[src/rtl/gpg_pkg.sv]
package gpg_pkg;
  typedef enum logic [3:0] {
    ST_FULL    = 4'd0,
    ST_DN3D    = 4'd1,
    ST_DNCMP   = 4'd2,
    ST_DNALL   = 4'd3,
    ST_CGWAIT  = 4'd4,
    ST_SAVE    = 4'd5,
    ST_GATED   = 4'd6,
    ST_RESTORE = 4'd7,
    ST_UPCMP   = 4'd8,
    ST_UP3D    = 4'd9,
    ST_UPALL   = 4'd10
  } gpg_state_e;

  typedef enum logic [1:0] {
    PW_FULL = 2'b00,
    PW_CMP  = 2'b01,
    PW_OFF  = 2'b10
  } gpg_pwr_e;

  localparam int NPART = 2;
  localparam int P3D   = 0;
  localparam int PCMP  = 1;
endpackage

[src/rtl/gpg_hs.sv]
module gpg_hs (
  input  logic clk,
  input  logic rst_n,
  input  logic go,
  input  logic ack,
  output logic req,
  output logic done
);
  logic got_q;

  // remember an acknowledge while the owning state is still active
  always_ff @(posedge clk or negedge rst_n) begin
    if (!rst_n) got_q <= 1'b0;
    else        got_q <= go & (got_q | ack);
  end

  assign req  = go & ~got_q;
  assign done = go & (got_q | ack);
endmodule

[src/rtl/gpg_delay.sv]
module gpg_delay #(
  parameter int W = 8
) (
  input  logic         clk,
  input  logic         rst_n,
  input  logic         run,
  input  logic [W-1:0] limit,
  output logic         expired
);
  logic [W-1:0] cnt_q;

  assign expired = run & (cnt_q == limit);

  always_ff @(posedge clk or negedge rst_n) begin
    if (!rst_n)       cnt_q <= '0;
    else if (!run)    cnt_q <= '0;
    else if (!expired) cnt_q <= cnt_q + 1'b1;
  end
endmodule

[src/rtl/gfx_pwr_seq.sv]
module gfx_pwr_seq
  import gpg_pkg::*;
#(
  parameter int DLY_W = 8
) (
  input  logic             clk,
  input  logic             rst_n,
  input  logic             eng_idle_i,
  input  logic             regbus_act_i,
  input  logic             direct_i,
  input  logic [DLY_W-1:0] cg_delay_i,
  output logic             ramp3d_req_o,
  input  logic             ramp3d_ack_i,
  output logic             rampcmp_req_o,
  input  logic             rampcmp_ack_i,
  output logic             ramp_up_o,
  output logic             cg_en_o,
  output logic             pg_en_o,
  output logic             save_req_o,
  input  logic             save_ack_i,
  output logic             rest_req_o,
  input  logic             rest_ack_i,
  output logic [3:0]       state_o,
  output logic [1:0]       pwr_o,
  output logic             busy_o
);
  gpg_state_e state_q, state_d;

  logic wake, sleep;
  logic [NPART-1:0] ramp_go, ramp_ack, ramp_req, ramp_done;
  logic save_done, rest_done, dly_exp;
  logic both_done;

  assign wake  = regbus_act_i | ~eng_idle_i;
  assign sleep = eng_idle_i & ~regbus_act_i;

  assign ramp_ack[P3D]  = ramp3d_ack_i;
  assign ramp_ack[PCMP] = rampcmp_ack_i;

  assign ramp_go[P3D]  = (state_q == ST_DN3D)  || (state_q == ST_DNALL) ||
                         (state_q == ST_UP3D)  || (state_q == ST_UPALL);
  assign ramp_go[PCMP] = (state_q == ST_DNCMP) || (state_q == ST_DNALL) ||
                         (state_q == ST_UPCMP) || (state_q == ST_UPALL);

  for (genvar p = 0; p < NPART; p++) begin : g_ramp
    gpg_hs u_hs (
      .clk  (clk),
      .rst_n(rst_n),
      .go   (ramp_go[p]),
      .ack  (ramp_ack[p]),
      .req  (ramp_req[p]),
      .done (ramp_done[p])
    );
  end

  assign both_done = &ramp_done;

  gpg_hs u_save (
    .clk  (clk),
    .rst_n(rst_n),
    .go   (state_q == ST_SAVE),
    .ack  (save_ack_i),
    .req  (save_req_o),
    .done (save_done)
  );

  gpg_hs u_rest (
    .clk  (clk),
    .rst_n(rst_n),
    .go   (state_q == ST_RESTORE),
    .ack  (rest_ack_i),
    .req  (rest_req_o),
    .done (rest_done)
  );

  gpg_delay #(.W(DLY_W)) u_dly (
    .clk    (clk),
    .rst_n  (rst_n),
    .run    (state_q == ST_CGWAIT),
    .limit  (cg_delay_i),
    .expired(dly_exp)
  );

  always_comb begin
    state_d = state_q;
    unique case (state_q)
      ST_FULL:    if (sleep) state_d = direct_i ? ST_DNALL : ST_DN3D;
      ST_DN3D:    if (ramp_done[P3D])  state_d = ST_DNCMP;
      ST_DNCMP:   if (ramp_done[PCMP]) state_d = ST_CGWAIT;
      ST_DNALL:   if (both_done)       state_d = ST_CGWAIT;
      ST_CGWAIT: begin
        if (wake)         state_d = direct_i ? ST_UPALL : ST_UPCMP;
        else if (dly_exp) state_d = ST_SAVE;
      end
      ST_SAVE:    if (save_done) state_d = ST_GATED;
      ST_GATED:   if (wake)      state_d = ST_RESTORE;
      ST_RESTORE: if (rest_done) state_d = direct_i ? ST_UPALL : ST_UPCMP;
      ST_UPCMP:   if (ramp_done[PCMP]) state_d = ST_UP3D;
      ST_UP3D:    if (ramp_done[P3D])  state_d = ST_FULL;
      ST_UPALL:   if (both_done)       state_d = ST_FULL;
      default:    state_d = ST_FULL;
    endcase
  end

  always_ff @(posedge clk or negedge rst_n) begin
    if (!rst_n) state_q <= ST_FULL;
    else        state_q <= state_d;
  end

  always_comb begin
    unique case (state_q)
      ST_FULL, ST_DN3D, ST_DNALL: pwr_o = PW_FULL;
      ST_DNCMP, ST_UP3D:          pwr_o = PW_CMP;
      default:                    pwr_o = PW_OFF;
    endcase
  end

  assign ramp3d_req_o  = ramp_req[P3D];
  assign rampcmp_req_o = ramp_req[PCMP];
  assign ramp_up_o     = (state_q == ST_UPCMP) || (state_q == ST_UP3D) || (state_q == ST_UPALL);
  assign cg_en_o       = (state_q == ST_CGWAIT) || (state_q == ST_SAVE) || (state_q == ST_GATED);
  assign pg_en_o       = (state_q == ST_GATED);
  assign state_o       = state_q;
  assign busy_o        = (state_q != ST_FULL) && (state_q != ST_GATED);
endmodule

[config.mk]
export PLATFORM = sky130hd
export DESIGN_NAME = gfx_pwr_seq
export DESIGN_NICKNAME = d
export VERILOG_FILES = /design/src/rtl/gpg_pkg.sv /design/src/rtl/gpg_hs.sv /design/src/rtl/gpg_delay.sv /design/src/rtl/gfx_pwr_seq.sv
export SDC_FILE = /design/constraint.sdc
export NUM_CORES = 1
export LEC_CHECK = 0
export ABC_AREA = 1
export ABC_CLOCK_PERIOD_IN_PS = 1900
export BUFFER_PORTS_ARGS = -buffer_cell sky130_fd_sc_hd__buf_2
export CAP_MARGIN = 30
export CORE_ASPECT_RATIO = 1.25
export CORE_MARGIN = 2
export CORE_UTILIZATION = 25
export CTS_BUF_LIST = sky130_fd_sc_hd__clkbuf_2 sky130_fd_sc_hd__clkbuf_4 sky130_fd_sc_hd__clkbuf_8
export DETAILED_ROUTE_END_ITERATION = 12
export GPL_TIMING_DRIVEN = 1
export HOLD_SLACK_MARGIN = 0.02
export MAX_ROUTING_LAYER = met4
export SLEW_MARGIN = 20
export SYNTH_ARGS = -nofsm -noshare
export SYNTH_HDL_FRONTEND = slang
export SYNTH_SLANG_ARGS = --single-unit
[constraint.sdc]
create_clock -name clk -period 1.9 [get_ports clk]
set_input_delay 0.285 -clock clk [delete_from_list [all_inputs] [get_ports clk]]
set_output_delay 0.285 -clock clk [all_outputs]
set_load 0.005 [all_outputs]
==> flow_summary.yaml <==
synthesis:
  synth_top_cell_by_area: "dfrtp_1"
  synth_top_area_share_pct: 33.0
  yosys_most_used_dff: "dfrtp_1"
  synthCells: 173
  yosysWarningCount: 0
  postSynthAreaPerCell_sq_um: 7.01
  synth.yosys.seq_area_share_pct: 33.0
  ys_top_cells_by_count: "nand2_1 (48), nor2_1 (21), inv_1 (19)"
  synth.ff_latch_count: 16
  synth_area_sq_mm: 0.00121
  synth.distinct_cells: 24
  synthMostInstantiatedCell: "nand2_1"
  synthArstFlopShare_pct: 100
  net_count_synth: 191
  synthTopCellsByArea: "dfrtp_1 (33%), nand2_1 (15%), nand3_1 (7.0%), nor2_1 (6.5%), inv_1 (5.9%)"
  synth-edff-count: 0
power_and_ir_drop:
  powerDensity_mw_per_mm2: 1120
  switching_power_uw: 771
  intPower_uw: 901
  switching_share_pct: 46.1
  vdd_ir_drop_max_mv: 0.567
  seqPwrFrac_pct: 30.1
  sum_of_internal_switching_and_leakage_power_mw: 1.67
  clkPwrFrac_pct: 14.9
  total_leakage_power_nw: 0.800
  share_comb_of_total_power_pct: 55.0
clocking:
  numClockSinks: 16
  cts_htree_levels: 1
  cts_root_buf: "clkbuf_8"
  clock_tree.buffer_depth: 2
  cts_made_buffers: 3
  postCtsSetupRepairBufs: 0
  clk_pin_slew_worst_paths_ns: 0.06
  tritoncts_clock_tree: "built"
  insertion_delay_ns: 0.25
route:
  route.vias.total: 1181
  firstDrtPassIters: 6
  ant_nets: 0
  route.detailed.wl_per_inst_um: 9.84
  drcViolationCount: 0
  drt-total-wl_um: 2630
  dr.first_iter.drc_count: 51
  routed_via_density: 4.42
grt:
  first_pass_grt_wire_length_um: 4520
  grt.overflow.total: 0
  number_of_antenna_violations_at_the_first_check_in_global_routing: 0
  pin_count_of_the_biggest_net_entering_global_routing: 17
  grt.total_usage_pct: 10.7
  via_count_of_the_first_global_routing_pass: 1076
critical_path:
  crit_family: "simple AND/OR/NAND/NOR gates"
  cp_data_arrival_time_ns: 1.48
  timing.critical_path.to_type: "output port"
  setup.worst_path.start_class: "flop"
  setup.worst_path.class: "reg -> out"
  worstPathBufferInverterCount: 1
  critPathSlowestCell: "dfrtp_1"
  timing.critical_path.mode_cell: "nand2_1"
  crit_chain: "nor2_4 -> nand2_1 -> o21ai_1 -> nand2_1 -> nor2_1 -> buf_2"
  crit_required_ns: 1.62
  crit_path_max_incr_delay_ns: 0.49
  cp_max_fo: 7
timing:
  final.period_utilization_pct: 93.0
  fin_tns_setup_ns: 0
  tmin_final_ns: 1.77
  holdWs_ns: 0.283
  max_freq_mhz: 566
  tightest_slew_ns: 0.381
  slew_viol_final: 0
  setup_viol: 0
  timing_hold_violations_final: 0
  unrepaired_setup_endpoints_after_global_routing: "no"
  fin_skew_ns: 0.00510
  max_slew_margin_pct: 74.6
run_status:
  status: "complete, no violations"
finish:
  finish.instance_area_sq_mm: 0.00149
  fraction_of_final_layout_cells_with_drive_strength_greater_than_1_pct: 27.1
  finalNetCount: 227
  num-fill-cells: 548
  multiInputGateArea_sq_um: 718
  seqCellArea_sq_um: 400
  syn_to_final_growth_pct: 23.2
  layoutNonFillerInstCount: 267
  antenna_diode_count: 0
floorplanning:
  floorplan.initialDensity_pct: 25.8
  die_w_um: 66.3
  design.core.area_sq_mm: 0.00469
  number_of_placement_rows: 28
  num_io_pins: 31
  dieArea_sq_mm: 0.00543
  floorplan.die.height_um: 81.9
hold_path:
  worst_hold_path_type: "in -> reg"
place:
  place.detailed.instances: 263
  post_dp_cell_area_sq_mm: 0.00144
  gp_congestion: 0.906
  dp.final_hpwl_um: 2140
  io_buffer_count: 30
flow_run:
  maxCapViolations: 0
## cell families (layout without fill, tap and decap cells)
family / count (synthesis) / after routing / synth area share (%)
AOI/OAI and AO/OA: 14 / 14 / 6.60
and+or+nand+nor: 109 / 109 / 45.4
DFF: 16 / 16 / 33.0
adders and majority gates: 1 / 1 / 1.03
buffers and inverters: 25 / 59 / 8.15
xor gates and xnor gates: 8 / 8 / 5.78
## state kept, by name, summed over array words and instances, names as in the netlist
| name | count |
|---|---|
| state_o | 4 |
| u_rest.got_q | 1 |
| u_dly.cnt_q | 8 |
| g_ramp.u_hs.got_q | 2 |
| u_save.got_q | 1 |
## cell usage in the layout, fill, tap and decap left out
cell type / n
a21oi_1: 5
a21oi_2: 1
buf_2: 30
clkbuf_8: 3
clkinv_1: 1
dfrtp_1: 16
dlygate4sd3_1: 1
ha_1: 1
inv_1: 19
inv_2: 4
inv_6: 1
nand2_1: 48
nand2_2: 5
nand2_4: 3
nand3_1: 17
nand4_1: 4
nor2_1: 21
nor2_2: 2
nor2_4: 5
nor2_8: 2
o211ai_1: 1
o21ai_0: 1
o21ai_1: 5
o221ai_1: 1
or2_1: 2
xnor2_1: 6
xor2_1: 2
## worst reg2reg max path, stage by stage, from the launching register on
cell     delay, ns
dfrtp_1       0.46
nor2_2        0.32
inv_2         0.08
nand2_1       0.16
nor2_4        0.07
nor2_8        0.15
nand2_4       0.07
nand2_1       0.05
nand2_1       0.05
## repair_timing
item,in CTS,in global routing
resized for setup,0,1
setup endpoints to repair,0,1
hold buffers,1,0
hold endpoints to repair,16,0
## final timing paths
check / from / end / slack [ns] / depth (start not counted)
min: rest_ack_i / u_rest.got_q / 0.28 / 3
max reg2reg: state_o[0] / state_o[3] / 0.39 / 8
max: state_o[3] / ramp3d_req_o / 0.13 / 6
min reg2reg: u_rest.got_q / u_rest.got_q / 0.53 / 2
max in group asynchronous: rst_n / u_dly.cnt_q[0] / 1.13 / 2
min in group asynchronous: rst_n / u_rest.got_q / 0.49 / 2
## power by group through the flow
stage	logic, mW	clock network (mW)	registers [mW]
2_1_floorplan	0.666	0	0.490
3_3_place_gp	0.931	0	0.507
4_1_cts	0.934	0.259	0.499
5_1_grt	1.05	0.274	0.519
6_report	0.920	0.249	0.503
3_5_place_dp	0.923	0	0.505
## area by class of cell
type / instances / share of cell area (%)
clock buffers: 3 / 2.76
multi-input cells: 132 / 48.1
inverters: 25 / 6.62
well taps: 60 / 5.03
flip-flops and latches: 16 / 26.8
repair buffers: 31 / 10.7
## per-layer routing
metal | up-vias | part of all wire [%] | track usage, %
met5 | - | 0 | -
met4 | 0 | 0 | 2.45
met3 | 0 | 5.6 | 1.23
met2 | 34 | 50 | 19.1
met1 | 534 | 44 | 12.9
li1 | 613 | - | -
## through the flow
| stage | utilization [%] | worst slack [ns] |
|---|---|---|
| after floorplan | - | 0.533 |
| after global placement | 30.6 | 0.313 |
| after detailed placement | 30.6 | 0.344 |
| after CTS | 31.7 | 0.0708 |
| after global routing | 31.8 | 0.0249 |
| final | 31.8 | 0.133 |
(Power assumes the default switching activity.)
